## config.mk

```make
export PLATFORM = sky130hd
export DESIGN_NAME = legacy_io_router
export DESIGN_NICKNAME = d
export VERILOG_FILES = /design/src/rtl/lio_pkg.sv /design/src/rtl/lio_cfg_regs.sv /design/src/rtl/lio_base_map.sv /design/src/rtl/lio_window.sv /design/src/rtl/lio_prio.sv /design/src/rtl/legacy_io_router.sv
export SDC_FILE = /design/constraint.sdc
export NUM_CORES = 1
export LEC_CHECK = 0
export CAP_MARGIN = 20
export CORE_UTILIZATION = 50
export CTS_CLUSTER_DIAMETER = 30
export DETAILED_ROUTE_END_ITERATION = 6
export HOLD_SLACK_MARGIN = 0.12
export PLACE_DENSITY = 0.72
export SLEW_MARGIN = 30
export SYNTH_ARGS = -nofsm -noshare
export SYNTH_HDL_FRONTEND = slang
export SYNTH_HIERARCHICAL = 1
export SYNTH_SLANG_ARGS = --single-unit
```

## constraint.sdc

```tcl
create_clock -name clk -period 5.12 [get_ports clk]
set_clock_uncertainty 0.05 [all_clocks]
set_input_delay 1.024 -clock clk [delete_from_list [all_inputs] [get_ports clk]]
set_output_delay 1.024 -clock clk [all_outputs]
set_load 0.05 [all_outputs]
```

## src/rtl/lio_pkg.sv

```systemverilog
package lio_pkg;
  localparam int NUM_FN = 4;

  // function slots, listed in decode precedence order
  typedef enum logic [1:0] {
    FN_SP1 = 2'd0,
    FN_SP2 = 2'd1,
    FN_LPT = 2'd2,
    FN_FDC = 2'd3
  } fn_e;

  typedef struct packed {
    logic [7:0] fsel;
    logic [7:0] fdc_base;
    logic [7:0] lpt_base;
    logic [7:0] sp1_base;
    logic [7:0] sp2_base;
  } cfg_regs_t;

  localparam logic [7:0] IDX_DEVID = 8'hE0;
  localparam logic [7:0] IDX_FSEL  = 8'hE2;
  localparam logic [7:0] IDX_FDC   = 8'hE3;
  localparam logic [7:0] IDX_LPT   = 8'hE6;
  localparam logic [7:0] IDX_SP1   = 8'hE7;
  localparam logic [7:0] IDX_SP2   = 8'hE8;

  localparam logic [7:0] DEVID_VAL = 8'h3C;

  localparam cfg_regs_t CFG_RESET = '{
    fsel:     8'h0F,
    fdc_base: 8'hFC,
    lpt_base: 8'hDE,
    sp1_base: 8'hFE,
    sp2_base: 8'hBE
  };
endpackage

```

## src/rtl/lio_cfg_regs.sv

```systemverilog
module lio_cfg_regs
  import lio_pkg::*;
#(
  parameter int ADDR_W = 16,
  parameter logic [ADDR_W-1:0] CFG_PORT = 16'h03F0
) (
  input  logic              clk,
  input  logic              rst_n,
  input  logic              io_valid,
  input  logic              io_write,
  input  logic [ADDR_W-1:0] io_addr,
  input  logic [7:0]        io_wdata,
  output logic [7:0]        index_q,
  output cfg_regs_t         regs_q,
  output logic [7:0]        rdata,
  output logic              cfg_hit
);
  localparam logic [ADDR_W-1:0] DATA_PORT = CFG_PORT + 1'b1;

  logic idx_sel, dat_sel;
  logic [7:0] reg_view;

  assign idx_sel = io_valid && (io_addr == CFG_PORT);
  assign dat_sel = io_valid && (io_addr == DATA_PORT);
  assign cfg_hit = idx_sel || dat_sel;

  always_ff @(posedge clk) begin
    if (!rst_n) begin
      index_q <= 8'h00;
      regs_q  <= CFG_RESET;
    end else begin
      if (idx_sel && io_write) begin
        index_q <= io_wdata;
      end
      if (dat_sel && io_write) begin
        case (index_q)
          IDX_FSEL: regs_q.fsel     <= io_wdata;
          IDX_FDC:  regs_q.fdc_base <= io_wdata;
          IDX_LPT:  regs_q.lpt_base <= io_wdata;
          IDX_SP1:  regs_q.sp1_base <= io_wdata;
          IDX_SP2:  regs_q.sp2_base <= io_wdata;
          default:  ; // device ID, read-only and unmapped indices
        endcase
      end
    end
  end

  always_comb begin
    case (index_q)
      IDX_DEVID: reg_view = DEVID_VAL;
      IDX_FSEL:  reg_view = regs_q.fsel;
      IDX_FDC:   reg_view = regs_q.fdc_base;
      IDX_LPT:   reg_view = regs_q.lpt_base;
      IDX_SP1:   reg_view = regs_q.sp1_base;
      IDX_SP2:   reg_view = regs_q.sp2_base;
      default:   reg_view = 8'h00;
    endcase
  end

  always_comb begin
    rdata = 8'h00;
    if (!io_write) begin
      if (idx_sel)      rdata = index_q;
      else if (dat_sel) rdata = reg_view;
    end
  end
endmodule

```

## src/rtl/lio_base_map.sv

```systemverilog
module lio_base_map
  import lio_pkg::*;
#(
  parameter int ADDR_W = 16
) (
  input  cfg_regs_t         regs,
  output logic [ADDR_W-1:0] base [NUM_FN],
  output logic [NUM_FN-1:0] en
);
  // each function forms its base with its own mask, then shifts left by 2
  assign base[FN_SP1] = ADDR_W'({regs.sp1_base[7:1], 1'b0, 2'b00});
  assign base[FN_SP2] = ADDR_W'({regs.sp2_base[7:1], 1'b0, 2'b00});
  assign base[FN_LPT] = ADDR_W'({regs.lpt_base, 2'b00});
  assign base[FN_FDC] = ADDR_W'({regs.fdc_base[7:2], 2'b00, 2'b00});

  assign en[FN_SP1] = regs.fsel[2];
  assign en[FN_SP2] = regs.fsel[3];
  assign en[FN_LPT] = (regs.fsel[1:0] != 2'b11);
  assign en[FN_FDC] = regs.fsel[4];
endmodule

```

## src/rtl/lio_window.sv

```systemverilog
module lio_window #(
  parameter int ADDR_W    = 16,
  parameter int WIN_BYTES = 8
) (
  input  logic              enable,
  input  logic [ADDR_W-1:0] base,
  input  logic [ADDR_W-1:0] addr,
  output logic              hit
);
  localparam logic [ADDR_W-1:0] SPAN = ADDR_W'(WIN_BYTES);

  logic [ADDR_W-1:0] offset;

  // offset compare handles bases that are not window-aligned
  assign offset = addr - base;
  assign hit    = enable && (offset < SPAN);
endmodule

```

## src/rtl/lio_prio.sv

```systemverilog
module lio_prio #(
  parameter int N = 4
) (
  input  logic         block,
  input  logic [N-1:0] req,
  output logic [N-1:0] gnt
);
  logic taken;

  always_comb begin
    gnt   = '0;
    taken = block;
    for (int i = 0; i < N; i++) begin
      if (req[i] && !taken) begin
        gnt[i] = 1'b1;
        taken  = 1'b1;
      end
    end
  end
endmodule

```

## src/rtl/legacy_io_router.sv

```systemverilog
module legacy_io_router
  import lio_pkg::*;
#(
  parameter int ADDR_W    = 16,
  parameter int WIN_BYTES = 8,
  parameter logic [ADDR_W-1:0] CFG_PORT = 16'h03F0
) (
  input  logic              clk,
  input  logic              rst_n,
  input  logic              io_valid,
  input  logic              io_write,
  input  logic [ADDR_W-1:0] io_addr,
  input  logic [7:0]        io_wdata,
  output logic [7:0]        io_rdata,
  output logic              sel_cfg,
  output logic              sel_sp1,
  output logic              sel_sp2,
  output logic              sel_lpt,
  output logic              sel_fdc
);
  logic [7:0]        index_q;
  cfg_regs_t         regs_q;
  logic              cfg_hit;
  logic [ADDR_W-1:0] fn_base [NUM_FN];
  logic [NUM_FN-1:0] fn_en;
  logic [NUM_FN-1:0] fn_hit;
  logic [NUM_FN-1:0] fn_req;
  logic [NUM_FN-1:0] fn_gnt;

  lio_cfg_regs #(.ADDR_W(ADDR_W), .CFG_PORT(CFG_PORT)) u_regs (
    .clk      (clk),
    .rst_n    (rst_n),
    .io_valid (io_valid),
    .io_write (io_write),
    .io_addr  (io_addr),
    .io_wdata (io_wdata),
    .index_q  (index_q),
    .regs_q   (regs_q),
    .rdata    (io_rdata),
    .cfg_hit  (cfg_hit)
  );

  lio_base_map #(.ADDR_W(ADDR_W)) u_map (
    .regs (regs_q),
    .base (fn_base),
    .en   (fn_en)
  );

  for (genvar g = 0; g < NUM_FN; g++) begin : g_win
    lio_window #(.ADDR_W(ADDR_W), .WIN_BYTES(WIN_BYTES)) u_win (
      .enable (fn_en[g]),
      .base   (fn_base[g]),
      .addr   (io_addr),
      .hit    (fn_hit[g])
    );
    assign fn_req[g] = io_valid && fn_hit[g];
  end

  lio_prio #(.N(NUM_FN)) u_prio (
    .block (cfg_hit),
    .req   (fn_req),
    .gnt   (fn_gnt)
  );

  assign sel_cfg = cfg_hit;
  assign sel_sp1 = fn_gnt[FN_SP1];
  assign sel_sp2 = fn_gnt[FN_SP2];
  assign sel_lpt = fn_gnt[FN_LPT];
  assign sel_fdc = fn_gnt[FN_FDC];
endmodule

```

=== After elaboration in Yosys (flattened, before gate mapping) ===
Cells that the tools add are included.

* Add/subtract/negate cells: 4
* Multipliers: 0
* Divide/modulo/power cells: 0
* $lt $le $gt $ge: 4
* Eq/ne operators: 9
* Shift-type cells: 0
* Muxes and demuxes: 11
* Bitwise operators: 0
* Reduce and logical (&&, ||, !) cells: 26

{| class="wikitable"
|+ Operators with widths
! cell !! number
|-
| $lt 16x4->1 const B || 4
|-
| $sub 16x10->16 || 4
|-
| $eq 8x8->1 const B || 6
|-
| $pmux 8 s6 || 1
|-
| $eq 16x10->1 const B || 2
|-
| $mux 8 || 3
|-
| $logic_and 1x1->1 || 16
|-
| $reduce_and 2->1 || 5
|-
| $mux 1 || 7
|-
| $logic_not 1->1 || 4
|-
| $ne 2x2->1 const B || 1
|-
| $logic_or 1x1->1 || 1
|}

* Register bits: 48
* Latch bits: 0
* Bits in writable memories: 0
* Bits in read-only memories: 0
* Bits of input ports: 28
* Memories: 0

=== Logic depth before layout (Yosys ltp) ===
Gate-level depths: netlist (run 1).

* Word-level depth: 15
* Depth in mapped cells: 14
* Depth with buffers taken out: 12

=== Hierarchy ===
The synthesis (run 1) kept the hierarchy.

{| class="wikitable"
|+ By module, submodules not included
! module !! instances !! cells each !! area an instance (µm²) !! seq. area each (µm²)
|-
| lio_window || 4 || 107 || 735.7 || 0.0
|-
| lio_cfg_regs || 1 || 235 || 2,388.5 || 960.9
|-
| lio_base_map || 1 || 69 || 510.5 || 0.0
|-
| lio_prio || 1 || 5 || 47.5 || 0.0
|-
| legacy_io_router || 1 || 4 || 25.0 || 0.0
|}

=== Worst setup path before layout (run 1) ===
No wires, ideal clock.

* Path type: input to output
* From: input io_addr[2]
* To: output sel_sp2
* Arrival: 3,896 ps
* Path slack: 150 ps
* Cell stages on the path: 10
* Buffers on the path: 0
* Cell sequence: ha_1 > a21o_1 > a31oi_2 > o311a_4 > nor4_1 > a211oi_2 > xnor2_1 > nor4_2 > and2_1 > nor3b_1

{| class="wikitable"
|+ RTL lines
! element !! line !! text
|-
| from (decl) || legacy_io_router.sv:12 || <nowiki>input logic [ADDR_W-1:0] io_addr,</nowiki>
|-
| $sub 16x10->16 || lio_window.sv:15 || <nowiki>assign offset = addr - base;</nowiki>
|-
| $lt 16x4->1 || lio_window.sv:16 || <nowiki>assign hit = enable && (offset < SPAN);</nowiki>
|-
| $logic_and 1x1->1 || lio_window.sv:16 ||
|-
| named net fn_hit[1] || legacy_io_router.sv:26 || <nowiki>logic [NUM_FN-1:0] fn_hit;</nowiki>
|-
| $logic_and 1x1->1 || legacy_io_router.sv:56 || <nowiki>assign fn_req[g] = io_valid && fn_hit[g];</nowiki>
|-
| named net fn_req[1] || legacy_io_router.sv:27 || <nowiki>logic [NUM_FN-1:0] fn_req;</nowiki>
|-
| $logic_and 1x1->1 || lio_prio.sv:14 || <nowiki>if (req[i] && !taken) begin</nowiki>
|-
| $mux 1 || lio_prio.sv:14 ||
|-
| to (decl) || legacy_io_router.sv:17 || <nowiki>output logic sel_sp2,</nowiki>
|}

The timed path passes the listed nets, and every way through them passes these cells.

=== Final worst setup path (run 1) ===
* From: input io_addr[1]
* To: output sel_fdc

{| class="wikitable"
|+ RTL lines
! element !! line !! text
|-
| $sub 16x10->16 || lio_window.sv:15 ||
|-
| $lt 16x4->1 || lio_window.sv:16 ||
|-
| $logic_and 1x1->1 || lio_window.sv:16 ||
|-
| named net fn_hit[2] || legacy_io_router.sv:26 ||
|-
| $logic_and 1x1->1 || legacy_io_router.sv:56 ||
|-
| named net fn_req[2] || legacy_io_router.sv:27 ||
|-
| $logic_and 1x1->1 || lio_prio.sv:14 ||
|-
| $mux 1 || lio_prio.sv:14 ||
|-
| $logic_not 1->1 || lio_prio.sv:14 ||
|-
| $logic_and 1x1->1 || lio_prio.sv:14 ||
|-
| $mux 1 || lio_prio.sv:14 ||
|-
| to (decl) || legacy_io_router.sv:19 || <nowiki>output logic sel_fdc</nowiki>
|}

The timed path passes the listed nets, and every way through them passes these cells.

==> flow_summary.toml, run 1 <==
[placement]
dp_cells = 883
gp_congestion = 0.878
hpwl_mm = 11.6
numPortBuffers = 40

[synthesis]
avgSynthCellArea_um2 = 7.98
netlist.top_cell.by_area = "dfxtp_1"
synth_compound_area_share_pct = 18.2
synthMuxAreaShare_pct = 11.1
synthCells = 741
async_flop_share_pct = 0
yosys_warnings = 6
synth_flop_cell = "dfxtp_1"
synth_area_leaders = "dfxtp_1 16%, ha_1 12%, mux2i_1 8.8%"
synth_top_family_by_area = "simple AND/OR/NAND/NOR gates"
synth-adder-area-share_pct = 11.8
synth-seq-area-share_pct = 16.2
ys_seq_elements = 48
synth-simple-area-share_pct = 24.0
synth.distinct_cells = 59
synth-edff-count = 0
synth-xor-area-share_pct = 3.55
syn_area_mm2 = 0.00591
yosysTopAreaCellShare_pct = 16.2

[global_routing]
grt_pass1_vias = 5059
grt_max_degree = 49
grt_usage_pct = 24.4
grt-ovfl-total = 0
grt_antenna_before_repair = 0
grt_pass1_wl_mm = 24.4

[worst_setup_path]
worstSetupEndpointType = "primary output"
crit_family = "simple AND/OR/NAND/NOR gates"
slowest_delay_ps = 570
crit_top_cell = "nor4_2"
crit_cells = 13
cp_max_fo = 5
crit_required_ps = 4050
path_cells = "clkdlybuf4s50_1, ha_1, a21o_1, a31oi_4, o311a_4, nor4_2, a211oi_2, xnor2_1, nor4_2, and2_1, nand2b_1, nor4_4, buf_12"
rr_worst_depth = 4
path_buf_inv = 2
critPathKind = "primary input to primary output"
critPathSlowestCell = "clkdlybuf4s50_1"
cp.arrival_ps = 3890
start_kind = "primary input"

[cells_and_area]
final_common_cell = "inv_1"
regArea_um2 = 961
final_cell_mix = "74 x inv_1, 66 x nand2_1, 52 x mux2i_1"
multi_input_area_mm2 = 0.00435
area.growth.synth_to_final_pct = 11.3
final_cells = 891
fillers = 1005
final_util_pct = 57.4
drive_gt1_share_pct = 12.8
layout.nets = 831
antennaDiodeCount = 0

[timing]
rsz0062_at_grt = "no"
fin_crit_ps = 4970
slew_headroom_pct = 40.2
worst_pin_slew_ps = 896
hold_viol = 0
period_share_pct = 97.0
finalSetupViolCount = 0
finalHoldWorstSlack_ps = 452
max_freq_mhz = 201
slew_violations = 0
fin_tns_setup_ps = 0

[clocking]
insertion_delay_ps = 290
h-tree-depth = 2
clk_path_buf_depth = 2
cts_sinks = 48
cts_tree = "yes"
cts_setup_buffers = 0
numCtsBuffers = 5
clk_pin_slew_ps = 70
ctsHoldBuffers = 0
cts-root-buf = "clkbuf_16"

[routing]
vias = 5123
first_iter_violations = 381
route.antenna.remaining_nets = 0
dr.pass1.iters = 5
detail_route.wl_per_cell_um = 16.8
via_per_inst = 5.75
routed_wl_mm = 15.0
drc = 0

[floorplan]
fp.dieH_um = 111
rows = 39
ioPinCount = 41
dieArea_mm2 = 0.0123
initial_utilization_pct = 51.6
core_region_area_mm2 = 0.0115
die_x_um = 111

[pwr]
irDropWorstVdd_mv = 0.127
p_per_area_mw_per_mm2 = 168
total_power_mw = 1.11
p_leak_nw = 2.66

[min_path]
whs_path_depth = 2
hold_path_class = "flip-flop to flip-flop"

[status]
status = "finished clean"

[flow_run]
cap_viol_max_count = 0
power by group:
group | switching, mW | internal [mW] | leakage, nW
combinational | 0.174 | 0.132 | 2.18
clock | 0.148 | 0.282 | 0.0944
sequential | 0.000000671 | 0.373 | 0.388
total | 0.322 | 0.786 | 2.66
Yosys cell counts, types with 20 or more instances:
library cell and instances:
nor2_1 35, buf_4 67, ha_1 56, nand3_1 20
nand2b_1 21, nor2b_1 36, nand2_1 66, dfxtp_1 48
mux2i_1 52, a21oi_1 32, o21ai_0 24, inv_1 74
state kept, by name, indices dropped and copies added (netlist names):
register	flops
u_regs/regs_q	40
u_regs/index_q	8
path summary, 6_finish.rpt:
check,from,end,slack (ps)
worst max register to register,u_regs/index_q[0],u_regs/regs_q[31],2590
worst min-delay path,u_regs/regs_q[22],u_regs/regs_q[22],450
worst max-delay path,io_addr[1],sel_fdc,150
worst min register to register,u_regs/regs_q[22],u_regs/regs_q[22],450
per-layer routing:
layer | vias up | global-route usage (%) | part of all wire [%]
li1 | 2537 | - | -
met1 | 2398 | 30.7 | 44
met2 | 160 | 43.6 | 49
met3 | 28 | 2.30 | 4.6
met4 | 0 | 8.09 | 2.3
met5 | - | 0 | 0
metrics by stage:
step	setup WS, ps	instance area (um^2)
global placement	19.6	6220
finish	155	6580
floorplan	150	6050
global route	2.23	6580
detailed placement	-54.1	6220
CTS	-13.4	6460
cell families after synthesis:
family / Yosys count
adder cells (fa/ha/maj): 56
flip-flops: 48
AO/OA/AOI/OAI: 141
AND/OR/NAND/NOR: 250
XOR/XNOR: 24
buffers and inverters: 161
multiplexers: 60
other: 1
worst min-delay path, delay by kind of cell, from the launching register on:
kind / cells / cell delay, ps
DFF: 1 / 350
muxes: 1 / 70
and+or+nand+nor: 1 / 60
cell type report:
cell class                 count  share of cell area, %
multi-input combinational    567                   66.1
sequential                    48                   14.6
timing repair buffer          51                   9.43
inverter                      74                   4.22
tap                          143                   2.72
clock buffer                   5                   1.90
clock inverter                 3                   1.05
what timing repair did:
| action | 4_1_cts | 5_1_grt |
|---|---|---|
| pin swaps | 0 | 2 |
| endpoints found under the hold margin | 0 | 0 |
| resized for setup | 7 | 28 |
| endpoints found under the setup margin | 4 | 4 |
Power figures use the tool's default switching activity.
==> run 2, diff against run 1 <==
==> constraint.sdc (replaced) <==
create_clock -name clk -period 5.12 [get_ports clk]
set_clock_uncertainty 0.05 [all_clocks]
set_input_delay 1.28 -clock clk [delete_from_list [all_inputs] [get_ports clk]]
set_output_delay 1.28 -clock clk [all_outputs]
set_load 0.05 [all_outputs]
==> flow_summary.toml, run 2 (synthesis results as in run 1) <==
[routing]
via_per_inst = 5.61
detail_route.wl_per_cell_um = 16.6
routed_wl_mm = 16.4
vias = 5556
route.antenna.remaining_nets = 0
dr.pass1.iters = 7
first_iter_violations = 317
drc = 0

[clocking]
insertion_delay_ps = 290
cts_sinks = 48
cts_tree = "yes"
clk_path_buf_depth = 2
h-tree-depth = 2
clk_pin_slew_ps = 60
ctsHoldBuffers = 0
numCtsBuffers = 5
cts-root-buf = "clkbuf_16"

[global_routing]
grt_pass1_vias = 5537
gr-usage-met3_pct = 3.12
grt_usage_pct = 26.0
grt.busiest_layer = "met2"
grt_max_degree = 49
grt_antenna_before_repair = 0
grt-ovfl-total = 0
grt_pass1_wl_mm = 25.9
met2_usage_pct = 46.7
grt_util_met1_pct = 31.3

[floorplan]
fp.dieH_um = 111
die_x_um = 111
dieArea_mm2 = 0.0123
core_region_area_mm2 = 0.0115
ioPinCount = 41
rows = 39
initial_utilization_pct = 51.6

[status]
status = "finished with violations"
violations = "setup timing"

[worst_setup_path]
crit_required_ps = 3790
start_kind = "primary input"
worstSetupEndpointType = "primary output"
critPathKind = "primary input to primary output"
cp_max_fo = 4
ff2ff_setup_slack_ps = 2340
path_cells = "clkdlybuf4s15_2, ha_4, nand2_2, o32a_1, a21oi_2, mux2i_1, o21ai_1, nor4_2, buf_4, and2_4, nand2b_4, nor4_4, buf_12"
slowest_delay_ps = 380
critPathSlowestCell = "o32a_1"
cp.arrival_ps = 3850
crit_family = "simple AND/OR/NAND/NOR gates"
path_buf_inv = 3

[cells_and_area]
final_cell_mix = "102 x buf_4, 73 x inv_1, 62 x nand2_1"
final_cells = 991
area.growth.synth_to_final_pct = 30.4
postLayoutCellArea_mm2 = 0.00771
regMostFlops = "u_regs/regs_q"
final_util_pct = 67.2
largestRegisters = "u_regs/regs_q: 40 flops, u_regs/index_q: 8 flops"
drive_gt1_share_pct = 29.2
layout.nets = 931
final_common_cell = "buf_4"
largest_reg_flops = 40
antennaDiodeCount = 0

[timing]
period_share_pct = 101
worst_pin_slew_ps = 893
hold_viol = 0
slew_headroom_pct = 39.6
fin_crit_ps = 5180
fin_ws_ps = -63.2
finalSetupViolCount = 1
slew_violations = 0
fin_tns_setup_ps = -63.2
rsz0062_at_grt = "yes"
max_freq_mhz = 193

[pwr]
clock_power_share_pct = 33.6
irDropWorstVdd_mv = 0.155
combinationalPowerShare_pct = 34.2
p_sw_mw = 0.347
p_leak_nw = 3.16
internal-power_mw = 0.810
switching_share_pct = 30.0
p_per_area_mw_per_mm2 = 150
pwr-share-seq_pct = 32.3

[placement]
gp_congestion = 0.896
dpl-instance-area_mm2 = 0.00696
hpwl_mm = 12.5
dp_cells = 980
numPortBuffers = 40
dp_slack_ps = -488

[flow_run]
cap_viol_max_count = 0

[min_path]
hold_path_class = "flip-flop to flip-flop"
## run 2: cell count changes in the layout (fill, tap and decap cells not counted), moves of 7 or more
cell            previous run  this run
ha_4                       4        25
ha_1                      45        29
buf_6                      0         9
dlymetal6s2s_1             8         1
buf_4                     12       102
## run 2: metrics by stage
| stage | power [mW] | hold slack, ps |
|---|---|---|
| after CTS | 1.13 | 453 |
| final | 1.16 | 457 |
| after detailed placement | 0.722 | 437 |
| after floorplan | 0.601 | 409 |
| after global routing | 1.21 | 466 |
| after global placement | 0.713 | 424 |
## run 2: final cells by class
class                           count  area, um^2
Timing Repair Buffer              151        1360
Inverter                           74         278
Fill cell                         856        3760
Tap cell                          143         179
Sequential cell                    48         961
Clock buffer                        6         139
Clock inverter                      2        38.8
Multi-Input combinational cell    567        4760
## run 2: path summary, 6_finish.rpt
kind | from | cells after the start | endpoint
worst max-delay path | io_addr[3] | 13 | sel_fdc
worst min-delay path | u_regs/regs_q[32] | 2 | u_regs/regs_q[32]
worst min register to register | u_regs/regs_q[32] | 2 | u_regs/regs_q[32]
worst max register to register | u_regs/index_q[0] | 5 | u_regs/regs_q[1]
## run 2: repair_timing
action / in CTS / in global routing
endpoints found under the setup margin: 4 / 4
resized for setup: 87 / 51
cloned: 0 / 0
setup buffers: 1 / 2
pin swaps: 30 / 27
## run 2: power groups by stage
stage	Sequential, mW	Combinational, mW	Clock [mW]
5_1_grt	0.373	0.431	0.410
4_1_cts	0.373	0.368	0.392
3_3_place_gp	0.382	0.331	0
2_1_floorplan	0.382	0.219	0
3_5_place_dp	0.382	0.341	0
6_report	0.373	0.396	0.388
## run 2: worst reg2reg max path, stage by stage, from the launching register on
cell and delay, ps:
dfxtp_1 590, nor4b_1 910, inv_1 190, nor3_4 530, mux2i_1 300, nand2_1 90
## run 2: per-layer routing
metal	vias up	share of wire (%)
li1	2732	-
met1	2611	42
met2	166	50
met3	47	4.7
met4	0	3.4
met5	-	0
==> run 3, diff against run 2 <==
--- a/config.mk
+++ b/config.mk
@@ -6,11 +6,11 @@
 export NUM_CORES = 1
 export LEC_CHECK = 0
 export CAP_MARGIN = 20
-export CORE_UTILIZATION = 50
+export CORE_UTILIZATION = 45
 export CTS_CLUSTER_DIAMETER = 30
 export DETAILED_ROUTE_END_ITERATION = 6
 export HOLD_SLACK_MARGIN = 0.12
-export PLACE_DENSITY = 0.72
+export PLACE_DENSITY = 0.67
 export SLEW_MARGIN = 30
 export SYNTH_ARGS = -nofsm -noshare
 export SYNTH_HDL_FRONTEND = slang
==> flow_summary.toml, run 3 (synthesis results as in run 1) <==
[routing]
vias = 5439
first_iter_violations = 338
route.antenna.remaining_nets = 0
routed_wl_mm = 15.7
drc = 0
detail_route.wl_per_cell_um = 15.7
via_per_inst = 5.42
dr.pass1.iters = 5

[global_routing]
grt_max_degree = 49
grt_antenna_before_repair = 0
grt_pass1_wl_mm = 25.1
grt-ovfl-total = 0
grt_usage_pct = 23.5
grt_pass1_vias = 5239

[worst_setup_path]
worstSetupEndpointType = "primary output"
critPathSlowestCell = "o32a_1"
start_kind = "primary input"
cp.arrival_ps = 3800
cp_max_fo = 5
path_cells = "buf_12, ha_4, a21o_1, a31oi_4, o32a_1, a21oi_2, mux2i_1, o21ai_2, nor4_4, and2_4, nand2b_4, nor4_2, buf_4, buf_12"
crit_top_cell = "buf_12"
critPathKind = "primary input to primary output"
slowest_delay_ps = 420
crit_required_ps = 3790
crit_family = "compound AO/OA/AOI/OAI gates"
path_buf_inv = 3

[cells_and_area]
drive_gt1_share_pct = 26.4
regMostFlops = "u_regs/regs_q"
final_common_cell = "buf_4"
fillers = 1171
final_cells = 1003
final_cell_mix = "93 x buf_4, 74 x inv_1, 66 x nand2_1"
largest_reg_flops = 40
antennaDiodeCount = 0
postLayoutCellArea_mm2 = 0.00749
largestRegisters = "u_regs/regs_q: 40 flops, u_regs/index_q: 8 flops"
area.growth.synth_to_final_pct = 26.6
layout.nets = 915

[placement]
dp_slack_ps = -650
gp_congestion = 0.898
numPortBuffers = 40
dp_cells = 993
hpwl_mm = 12.2
dpl-instance-area_mm2 = 0.00688

[floorplan]
dieArea_mm2 = 0.0136
core_region_area_mm2 = 0.0127
initial_utilization_pct = 46.5
fp.dieH_um = 117
die_x_um = 117
ioPinCount = 41
rows = 41

[pwr]
total_power_mw = 1.09
p_leak_nw = 3.05
p_per_area_mw_per_mm2 = 145
irDropWorstVdd_mv = 0.142

[timing]
finalSetupViolCount = 2
rsz0062_at_grt = "yes"
fin_crit_ps = 5130
hold_viol = 0
max_freq_mhz = 195
slew_headroom_pct = 41.7
slew_violations = 0
period_share_pct = 100
fin_tns_setup_ps = -26.0
fin_ws_ps = -14.4
worst_pin_slew_ps = 873

[clocking]
h-tree-depth = 2
cts_sinks = 48
insertion_delay_ps = 280
clk_pin_slew_ps = 60
cts_tree = "yes"
ctsHoldBuffers = 0
numCtsBuffers = 5
clk_path_buf_depth = 2
cts-root-buf = "clkbuf_16"

[status]
status = "finished with violations"
violations = "setup timing"

[flow_run]
cap_viol_max_count = 0

[min_path]
hold_path_class = "flip-flop to flip-flop"
-- run 3: final timing paths --
check / startpoint / end / slack (ps) / cells past startpoint
setup / recovery: io_addr[2] / sel_fdc / -10 / 14
hold / removal: u_regs/regs_q[18] / u_regs/regs_q[18] / 460 / 2
setup reg to reg: u_regs/index_q[0] / u_regs/regs_q[5] / 2760 / 6
hold reg to reg: u_regs/regs_q[18] / u_regs/regs_q[18] / 460 / 2
-- run 3: power breakdown --
part           internal [mW]  switching, mW
sequential             0.373    0.000000640
combinational          0.185          0.199
clock                  0.193          0.139
total                  0.750          0.338
-- run 3: worst reg2reg max path: cells and delay by family (launching register included) --
family / cells / cell delay, ps
buf+inv: 2 / 300
flops: 1 / 590
mux: 1 / 290
simple gates: 3 / 1000
-- run 3: final cells by class --
cell class                 instances  area (um^2)  area share, %
timing repair buffer             135         1230           16.4
inverter                          74          278           3.71
tap                              172          215           2.87
sequential                        48          961           12.8
clock buffer                       6          139           1.85
clock inverter                     1         8.76          0.117
multi-input combinational        567         4660           62.2
-- run 3: routing by layer --
layer / track usage (%) / vias up / share of wire [%]
met5: 0 / - / 0
li1: - / 2707 / -
met1: 30.3 / 2602 / 45
met4: 4.98 / 0 / 1.3
met2: 42.5 / 115 / 50
met3: 2.28 / 15 / 4.0
-- run 3: what timing repair did --
action / in CTS / in global routing
endpoints found under the setup margin: 4 / 4
resized for setup: 95 / 36
pin swaps: 22 / 14
cloned: 0 / 0
setup buffers: 1 / 2
-- run 3: stage by stage --
stage / hold WS [ps] / utilization (%)
final: 459 / 58.9
after global routing: 486 / 58.9
after CTS: 457 / 57.9
after detailed placement: 439 / 54.1
after global placement: 423 / 54.1
after floorplan: 409 / -
